$ cat config.mk
export PLATFORM = sky130hd
export DESIGN_NAME = fu_handshake_ctl
export DESIGN_NICKNAME = d
export VERILOG_FILES = /design/src/rtl/fuh_pkg.sv /design/src/rtl/fuh_read_ports.sv /design/src/rtl/fuh_alu_stub.sv /design/src/rtl/fuh_write_rel.sv /design/src/rtl/fu_handshake_ctl.sv
export SDC_FILE = /design/constraint.sdc
export NUM_CORES = 1
export LEC_CHECK = 0
export BUFFER_PORTS_ARGS = -buffer_cell sky130_fd_sc_hd__buf_2
export CELL_PAD_IN_SITES_DETAIL_PLACEMENT = 0
export CELL_PAD_IN_SITES_GLOBAL_PLACEMENT = 1
export CORE_MARGIN = 2
export CORE_UTILIZATION = 35
export DETAILED_ROUTE_END_ITERATION = 6
export HOLD_SLACK_MARGIN = 0.1
export PLACE_DENSITY = 0.77
export SLEW_MARGIN = 15
export SYNTH_ARGS = -nofsm -noshare
export SYNTH_HDL_FRONTEND = slang
export SYNTH_SLANG_ARGS = --single-unit
$ cat constraint.sdc
create_clock -name clk_i -period 2.3 [get_ports clk_i]
set_clock_uncertainty 0.15 [all_clocks]
set_input_delay 0 -clock clk_i [delete_from_list [all_inputs] [get_ports clk_i]]
set_output_delay 0 -clock clk_i [all_outputs]
set_load 0.03 [all_outputs]
$ cat src/rtl/fuh_pkg.sv
package fuh_pkg;
  localparam int FUH_OP_W = 2;

  typedef enum logic [FUH_OP_W-1:0] {
    FUH_ADD = 2'd0,
    FUH_SUB = 2'd1,
    FUH_AND = 2'd2,
    FUH_XOR = 2'd3
  } fuh_op_e;
endpackage

$ cat src/rtl/fuh_read_ports.sv
module fuh_read_ports #(
  parameter int NUM_RD = 2,
  parameter int DATA_W = 8
) (
  input  logic                     clk_i,
  input  logic                     rst_i,
  input  logic                     load_i,
  input  logic                     kill_i,
  input  logic [NUM_RD-1:0]        go_rd_i,
  input  logic [NUM_RD*DATA_W-1:0] rd_data_i,
  output logic [NUM_RD-1:0]        rd_rel_o,
  output logic [NUM_RD*DATA_W-1:0] opnd_o,
  output logic                     last_o
);
  localparam int TOT_W = NUM_RD * DATA_W;

  logic [NUM_RD-1:0] grant;
  logic [NUM_RD-1:0] remain;

  assign grant  = rd_rel_o & go_rd_i & {NUM_RD{~kill_i}};
  assign remain = rd_rel_o & ~go_rd_i;
  assign last_o = (|rd_rel_o) & (remain == '0) & ~kill_i;

  for (genvar i = 0; i < NUM_RD; i++) begin : g_port
    logic              rel_r;
    logic [DATA_W-1:0] opnd_r;

    always_ff @(posedge clk_i) begin
      if (rst_i)       rel_r <= 1'b0;
      else if (kill_i) rel_r <= 1'b0;
      else if (load_i) rel_r <= 1'b1;
      else if (grant[i]) rel_r <= 1'b0;
    end

    always_ff @(posedge clk_i) begin
      if (rst_i)         opnd_r <= '0;
      else if (grant[i]) opnd_r <= rd_data_i[i*DATA_W +: DATA_W];
    end

    assign rd_rel_o[i]              = rel_r;
    assign opnd_o[i*DATA_W +: DATA_W] = opnd_r;

    // request held until its own grant or a kill
    p_rd_hold_r3: assert property (@(posedge clk_i) disable iff (rst_i)
      rd_rel_o[i] && !go_rd_i[i] && !kill_i |=> rd_rel_o[i])
      else $error("p_rd_hold_r3 port %0d", i);

    // granted bit clears on the next cycle
    p_rd_grant_r4: assert property (@(posedge clk_i) disable iff (rst_i)
      rd_rel_o[i] && go_rd_i[i] |=> !rd_rel_o[i])
      else $error("p_rd_grant_r4 port %0d", i);

    // operand unchanged unless this port is granted
    p_opnd_keep_r4: assert property (@(posedge clk_i) disable iff (rst_i)
      !(rd_rel_o[i] && go_rd_i[i]) |=> $stable(opnd_o[i*DATA_W +: DATA_W]))
      else $error("p_opnd_keep_r4 port %0d", i);
  end

  // kill wipes every read request
  p_rd_kill_r5: assert property (@(posedge clk_i) disable iff (rst_i)
    (|rd_rel_o) && kill_i |=> rd_rel_o == '0)
    else $error("p_rd_kill_r5");

  logic unused_w;
  assign unused_w = ^TOT_W;
endmodule

$ cat src/rtl/fuh_alu_stub.sv
module fuh_alu_stub
  import fuh_pkg::*;
#(
  parameter int DATA_W  = 8,
  parameter int ALU_LAT = 3
) (
  input  logic              clk_i,
  input  logic              rst_i,
  input  logic              start_i,
  input  logic              kill_i,
  input  fuh_op_e           op_i,
  input  logic [DATA_W-1:0] opa_i,
  input  logic [DATA_W-1:0] opb_i,
  output logic              busy_o,
  output logic              done_o,
  output logic [DATA_W-1:0] result_o
);
  logic [ALU_LAT-1:0] pipe_q;

  if (ALU_LAT == 1) begin : g_single
    always_ff @(posedge clk_i) begin
      if (rst_i || kill_i) pipe_q <= '0;
      else                 pipe_q <= start_i;
    end
  end else begin : g_chain
    always_ff @(posedge clk_i) begin
      if (rst_i || kill_i) pipe_q <= '0;
      else                 pipe_q <= {pipe_q[ALU_LAT-2:0], start_i};
    end
  end

  assign busy_o = |pipe_q;
  assign done_o = pipe_q[ALU_LAT-1];

  always_comb begin
    unique case (op_i)
      FUH_ADD: result_o = opa_i + opb_i;
      FUH_SUB: result_o = opa_i - opb_i;
      FUH_AND: result_o = opa_i & opb_i;
      FUH_XOR: result_o = opa_i ^ opb_i;
      default: result_o = opa_i;
    endcase
  end

  // only one operation is ever in flight in the stub
  p_alu_single_r6: assert property (@(posedge clk_i) disable iff (rst_i)
    $onehot0(pipe_q))
    else $error("p_alu_single_r6");
endmodule

$ cat src/rtl/fuh_write_rel.sv
module fuh_write_rel #(
  parameter int DATA_W = 8
) (
  input  logic              clk_i,
  input  logic              rst_i,
  input  logic              set_i,
  input  logic [DATA_W-1:0] result_i,
  input  logic              go_wr_i,
  input  logic              shadow_n_i,
  input  logic              kill_i,
  output logic              wr_rel_o,
  output logic [DATA_W-1:0] wr_data_o
);
  logic commit;
  assign commit = wr_rel_o & go_wr_i & shadow_n_i;

  always_ff @(posedge clk_i) begin
    if (rst_i)       wr_rel_o <= 1'b0;
    else if (kill_i) wr_rel_o <= 1'b0;
    else if (set_i)  wr_rel_o <= 1'b1;
    else if (commit) wr_rel_o <= 1'b0;
  end

  always_ff @(posedge clk_i) begin
    if (rst_i)      wr_data_o <= '0;
    else if (set_i) wr_data_o <= result_i;
  end

  // a granted, unshadowed result retires
  p_wr_grant_r7: assert property (@(posedge clk_i) disable iff (rst_i)
    wr_rel_o && go_wr_i && shadow_n_i |=> !wr_rel_o)
    else $error("p_wr_grant_r7");

  // kill drops the result request
  p_wr_kill_r8: assert property (@(posedge clk_i) disable iff (rst_i)
    wr_rel_o && kill_i |=> !wr_rel_o)
    else $error("p_wr_kill_r8");

  // pending shadow holds the request
  p_wr_shadow_r9: assert property (@(posedge clk_i) disable iff (rst_i)
    wr_rel_o && !shadow_n_i && !kill_i |=> wr_rel_o)
    else $error("p_wr_shadow_r9");

  // result is stable while offered
  p_wr_data_stable_r6: assert property (@(posedge clk_i) disable iff (rst_i)
    wr_rel_o && !kill_i && !commit |=> $stable(wr_data_o))
    else $error("p_wr_data_stable_r6");
endmodule

$ cat src/rtl/fu_handshake_ctl.sv
module fu_handshake_ctl
  import fuh_pkg::*;
#(
  parameter int NUM_RD  = 2,
  parameter int DATA_W  = 8,
  parameter int ALU_LAT = 3
) (
  input  logic                     clk_i,
  input  logic                     rst_i,
  input  logic                     issue_valid_i,
  output logic                     issue_ready_o,
  input  logic [FUH_OP_W-1:0]      issue_op_i,
  input  logic                     go_die_i,
  output logic [NUM_RD-1:0]        rd_rel_o,
  input  logic [NUM_RD-1:0]        go_rd_i,
  input  logic [NUM_RD*DATA_W-1:0] rd_data_i,
  output logic                     wr_rel_o,
  input  logic                     go_wr_i,
  input  logic                     shadow_n_i,
  output logic [DATA_W-1:0]        wr_data_o,
  output logic                     busy_o
);
  logic                     accept;
  logic                     rd_last;
  logic                     alu_busy;
  logic                     alu_done;
  logic [DATA_W-1:0]        alu_res;
  logic [NUM_RD*DATA_W-1:0] opnd;
  fuh_op_e                  op_q;
  logic                     issued_q;

  assign busy_o        = (|rd_rel_o) | alu_busy | wr_rel_o;
  assign issue_ready_o = ~busy_o;
  assign accept        = issue_valid_i & ~busy_o & ~go_die_i;

  always_ff @(posedge clk_i) begin
    if (rst_i)       op_q <= FUH_ADD;
    else if (accept) op_q <= fuh_op_e'(issue_op_i);
  end

  always_ff @(posedge clk_i) begin
    if (rst_i)       issued_q <= 1'b0;
    else if (accept) issued_q <= 1'b1;
  end

  fuh_read_ports #(.NUM_RD(NUM_RD), .DATA_W(DATA_W)) u_rd (
    .clk_i     (clk_i),
    .rst_i     (rst_i),
    .load_i    (accept),
    .kill_i    (go_die_i),
    .go_rd_i   (go_rd_i),
    .rd_data_i (rd_data_i),
    .rd_rel_o  (rd_rel_o),
    .opnd_o    (opnd),
    .last_o    (rd_last)
  );

  fuh_alu_stub #(.DATA_W(DATA_W), .ALU_LAT(ALU_LAT)) u_alu (
    .clk_i    (clk_i),
    .rst_i    (rst_i),
    .start_i  (rd_last),
    .kill_i   (go_die_i),
    .op_i     (op_q),
    .opa_i    (opnd[0 +: DATA_W]),
    .opb_i    (opnd[DATA_W +: DATA_W]),
    .busy_o   (alu_busy),
    .done_o   (alu_done),
    .result_o (alu_res)
  );

  fuh_write_rel #(.DATA_W(DATA_W)) u_wr (
    .clk_i      (clk_i),
    .rst_i      (rst_i),
    .set_i      (alu_done & ~go_die_i),
    .result_i   (alu_res),
    .go_wr_i    (go_wr_i),
    .shadow_n_i (shadow_n_i),
    .kill_i     (go_die_i),
    .wr_rel_o   (wr_rel_o),
    .wr_data_o  (wr_data_o)
  );

  // accepted issue raises busy and every read request
  p_issue_load_r1: assert property (@(posedge clk_i) disable iff (rst_i)
    issue_valid_i && issue_ready_o && !go_die_i |=> busy_o && (&rd_rel_o))
    else $error("p_issue_load_r1");

  // issue while busy keeps the held opcode
  p_issue_busy_r1: assert property (@(posedge clk_i) disable iff (rst_i)
    busy_o |=> $stable(op_q))
    else $error("p_issue_busy_r1");

  // no request without a prior accepted issue
  p_rel_after_issue_r2: assert property (@(posedge clk_i) disable iff (rst_i)
    (|rd_rel_o) || wr_rel_o |-> issued_q)
    else $error("p_rel_after_issue_r2");

  // a finished, unkilled operation offers its result
  p_result_raise_r6: assert property (@(posedge clk_i) disable iff (rst_i)
    alu_done && !go_die_i |=> wr_rel_o)
    else $error("p_result_raise_r6");

  // stray go-write leaves a busy unit busy
  p_stray_wr_r10: assert property (@(posedge clk_i) disable iff (rst_i)
    go_wr_i && !wr_rel_o && busy_o && !go_die_i |=> busy_o)
    else $error("p_stray_wr_r10");

  // retire or kill returns the unit to idle
  p_idle_after_r11: assert property (@(posedge clk_i) disable iff (rst_i)
    wr_rel_o && (go_die_i || (go_wr_i && shadow_n_i)) |=> !busy_o)
    else $error("p_idle_after_r11");
endmodule

After elaboration in Yosys (flattened, before gate mapping)
Cells that the tools add are included.

word-level totals
  flip-flop bits (word level) = 32
  bits in latches = 0
  bits in writable memories = 0
  memory bits (read-only) = 0
  input bits = 26
  output and inout bits = 13
  logic and storage cells = 46
  memories = 0

cells by class
  $add $sub $neg = 2
  $mul = 0
  div/mod/pow operators = 0
  $lt $le $gt $ge = 0
  equal/unequal tests = 3
  shift operators = 0
  multiplexer cells = 7
  bitwise operators = 17
  reduce and logical (&&, ||, !) cells = 9

operators with widths
  operator            count
  $pmux 8 s4          1
  $add 8x8->8         1
  $and 8x8->8         1
  $sub 8x8->8         1
  $xor 8x8->8         1
  $and 1x1->1         7
  $and 2x2->2         3
  $mux 1              6
  $reduce_bool 2->1   3
  $eq 2x2->1 const B  2
  $logic_not 2->1     2
  $reduce_or 2->1     2
  $reduce_or 3->1     1
  $eq 2x1->1 const B  1
  $not 1->1           2
  $not 2->2           1
  $or 1x1->1          2
  $logic_or 1x1->1    1

Longest topological paths before layout
  depth after elaboration = 7
  gate-level depth with buffers = 11

Cells and area by module
Synthesis repeated with hierarchy kept, for this count alone.

unflattened totals
  cell total of the unflattened synthesis = 223
  area total of the unflattened synthesis = 2,100.8 µm²

by module, submodules not included
  module            times used  cells each  area an instance (µm²)  seq. area each (µm²)
  fuh_read_ports    1           82          828.3                   360.3
  fuh_alu_stub      1           99          813.3                   60.1
  fuh_write_rel     1           30          325.3                   180.2
  fu_handshake_ctl  1           12          133.9                   40.0

Worst setup path before layout
No wires, ideal clock.

  path type = flip-flop to flip-flop
  start = reg u_rd.g_port[1].opnd_r[0]
  end = reg u_wr.wr_data_o[7]
  setup time = 0.065 ns
  arrival time = 2.210 ns
  required time = 2.085 ns
  setup slack = -0.125 ns
  stages on the path, launching flop included = 12
  period minus slack after synthesis = 2.425 ns
  cell sequence = dfxtp_1 inv_1 ha_1 nor3b_1 nor2_1 xnor2_1 ha_1 a21o_1 a31o_1 o21a_1 mux2_1 nor2_1

between the ends
  longest elaborated chain between the ends = 2
  elaborated cells on any way between the ends = 3
  those cells by class = add/sub: 2; mux: 1

RTL lines
  item                                               RTL line                                text
  start, declared                                    fuh_read_ports.sv:26                    logic [DATA_W-1:0] opnd_r;
  start signal, assigned                             fuh_read_ports.sv:37                    else if (grant[i]) opnd_r <= rd_data_i[i*DATA_W +: DATA_W];
  $sub 8x8->8 / $add 8x8->8 (equally long branches)  fuh_alu_stub.sv:38, fuh_alu_stub.sv:37
  $pmux 8 s4 (*)                                     fuh_alu_stub.sv:36                      unique case (op_i)
  end signal, assigned                               fuh_write_rel.sv:26                     else if (set_i) wr_data_o <= result_i;
  end, declared                                      fuh_write_rel.sv:12                     output logic [DATA_W-1:0] wr_data_o

Every way passes the cells marked *; elsewhere a longest branch is shown, timed or not.
A chain may end at the register's enable or synchronous reset.

Worst setup path in the final report
  start = reg u_rd.g_port[1].opnd_r[1]
  end = reg u_wr.wr_data_o[7]

The elaborated chain is that of the path after synthesis.

==> metrics.csv <==
stage,metric,value,unit
sta,max_freq,0.4139,GHz
detailed_routing,drc,0,
synthesis,synth_edf_count,0,
die,ios,39,
cells_and_area,num-nets-final,350,
grt,grt_pass1_wl,8024,um
worst_setup_path,endpoint_kind,register,
sta,layout_setup_ws,-116.2,ps
synthesis,synth-seq-cells,32,
cells_and_area,final_util,52.49,%
pwr,p_per_area,417.6,nW/um2
worst_setup_path,critical-path-top-delay-family,compound AO/OA/AOI/OAI gates,
sta,rsz0062_at_grt,true,
die,die_area,6224,um2
cts,cts_tree,yes,
sta,setup_viol,2,
cts,clockBufferDepth,2,
grt,grt_pass1_vias,1766,
grt,grt_max_degree,30,
place,place_inst,327,
place,placed_area,2287,um2
die,die_w,78.89,um
status,violations,negative setup slack,
die,core_area,5473,um2
worst_setup_path,critPathRequiredTime,2370,ps
sta,period_share,105.1,%
die,std_cell_rows,27,
worst_setup_path,crit_chain,inv_2 -> ha_4 -> nor3b_4 -> a21oi_2 -> xnor2_1 -> ha_1 -> a21o_1 -> a31o_1 -> o21a_1 -> mux2_4 -> nor2_1,
cts,clkTransAtPathRegs,70,ps
synthesis,synth_cells,212,
detailed_routing,detailroute.via_count,1761,
sta,hold_viol_final,0,
sta,worstMarginPinSlew,598.7,ps
sta,final_max_slew_viol_count,0,
worst_setup_path,slowest_delay,350,ps
cells_and_area,drive_above_1_share,29.55,%
grt,antenna_found_initial,0,
cells_and_area,instances_no_fill,380,
sta,min_period,2416,ps
cells_and_area,antenna_cells,0,
detailed_routing,drt_iter0_markers,80,
worst_setup_path,worstPathArrival,2490,ps
detailed_routing,detail_route.wl_per_cell,12.33,um
cts,cts_sinks,32,
place,gp_routability_congestion,0.7775,
detailed_routing,finalWirelength,4686,um
pwr,total_power,1.200,mW
place,port_buffers,38,
cts,clock_latency,290,ps
sta,max_slew_margin,60.09,%
cts,ctsHtreeMaxLevel,2,
grt,grtUsageTotal,16.37,%
cts,cts_root_buf,clkbuf_8,
synthesis,ys_seq_area_share,32.63,%
worst_setup_path,start_kind,register,
status,outcome,finished with violations,
detailed_routing,drt_first_pass_iters,6,
pwr,leakagePower,1.447,nW
cells_and_area,finalInstanceArea,2873,um2
synthesis,synthesis.nets,255,
sta,totalNegativeSetupSlack,-182.0,ps
place,hpwlAfterDp,3199,um
worst_hold_path,min_path_type,in2reg,
synthesis,yosysWarnings,0,
die,start_util,35.87,%
worst_setup_path,worst_path_max_delay_cell,ha_1,
cells_and_area,syn_to_final_growth,46.34,%
synthesis,syn-cell-area,1963,um2
synthesis,async_flop_share,0,%
synthesis,avgSynthCellArea,9.260,um2
detailed_routing,via_per_inst,4.634,
grt,gr-total-overflow,0,
synthesis,ys_types,40,
detailed_routing,drtAntennaViolNets,0,
worst_setup_path,cp_max_fo,4,
synthesis,synthFlopType,dfxtp_1,
cts,cts_buffers,5,
worst_setup_path,critPathBufInv,1,
pwr,ir_drop,0.0002283,V
run,drv_cap,0,
worst_setup_path,crit_type,reg2reg,
die,die_h,78.89,um
tightest hold or removal path: cells and delay by family:
kind	cells	cell delay, ps
simple gates	2	170
compound gates	1	60
buf+inv	2	270
flip-flops by register name, summed over array words and instances (netlist names):
signal and cells:
u_wr.wr_rel_o 1, u_rd.g_port.opnd_r 16, u_rd.g_port.rel_r 2, u_alu.pipe_q 3, u_wr.wr_data_o 8, op_q 2
routing by layer:
layer / global-route usage, % / vias to the layer above / routed length (um)
met1: 20.07 / 797 / 2221
met2: 29.15 / 40 / 2222
li1: - / 922 / -
met3: 3.182 / 2 / 204
met4: 4.655 / 0 / 38
met5: 0 / - / 0
path summary, 6_finish.rpt:
kind	endpoint	startpoint	depth (start not counted)	slack, ps
max reg2reg	u_wr.wr_data_o[7]	u_rd.g_port[1].opnd_r[1]	11	-120
min reg2reg	u_wr.wr_data_o[2]	u_wr.wr_data_o[2]	2	310
max	u_wr.wr_data_o[7]	u_rd.g_port[1].opnd_r[1]	11	-120
min	u_rd.g_port[0].rel_r	go_rd_i[0]	5	100
layout by cell type, fill, tap and decap left out, types with 3 or more instances in the layout:
cell type      instances
a21o_1                 3
a21oi_1               11
a21oi_2                4
buf_2                 38
buf_4                 21
clkbuf_8               5
dfxtp_1               29
dfxtp_2                3
dlygate4sd3_1         41
ha_1                  15
inv_1                  4
mux2i_1               26
nand2_1               13
nand3b_1               4
nor2_1                32
nor2b_1                3
nor3_1                 3
o21ai_1                5
xnor2_1                7
xor2_1                 3
report_power, final:
group          internal (mW)  leakage [nW]  switching, mW
clock network          0.211        0.0479          0.222
logic                  0.109          1.14         0.0912
registers              0.560         0.260        0.00666
total                  0.880          1.45          0.320
metrics by stage:
stage / hold slack [ps] / setup WS, ps
floorplan: -6.183 / 16.69
global placement: 79.35 / 12.83
detailed placement: 87.32 / -32.67
CTS: 314.2 / -50.46
global route: 146.1 / -232.7
finish: 95.97 / -116.2
cells in the mapped netlist, types with 4 or more instances:
library cell | count | area (um2)
dfxtp_1 | 32 | 640.6
nand3b_1 | 4 | 30.03
ha_1 | 16 | 200.2
a21oi_1 | 15 | 75.07
nor3_1 | 4 | 20.02
buf_6 | 4 | 45.04
nor2b_1 | 4 | 25.02
nor2_1 | 32 | 120.1
xnor2_1 | 7 | 61.31
nand2_1 | 13 | 48.80
mux2i_1 | 26 | 260.3
inv_1 | 6 | 22.52
o21ai_1 | 4 | 20.02
cell families after synthesis:
kind of cell	count (synthesis)	synth area share (%)
AO/OA/AOI/OAI	34	11.09
XOR/XNOR	10	4.462
adder cells (fa/ha/maj)	17	11.22
buffers and inverters	20	7.202
flip-flops	32	32.63
multiplexers	29	14.98
AND/OR/NAND/NOR	70	18.42
final cells by class:
cell class | instances | area, um2
fillers | 518 | 2600
well taps | 72 | 90.09
inverters | 6 | 22.52
clock buffers | 5 | 68.82
multi-input cells | 160 | 1239
flip-flops and latches | 32 | 644.4
clock inverters | 3 | 18.77
repair buffers | 102 | 789.5
what timing repair did:
action / CTS / global route
setup buffers: 0 / 4
pin swaps: 0 / 8
endpoints found under the setup margin: 2 / 11
hold buffers: 42 / 0
cloned: 0 / 0
hold endpoints to repair: 26 / 0
resized for setup: 1 / 11
Note: power is estimated with default switching activity, not from simulation.
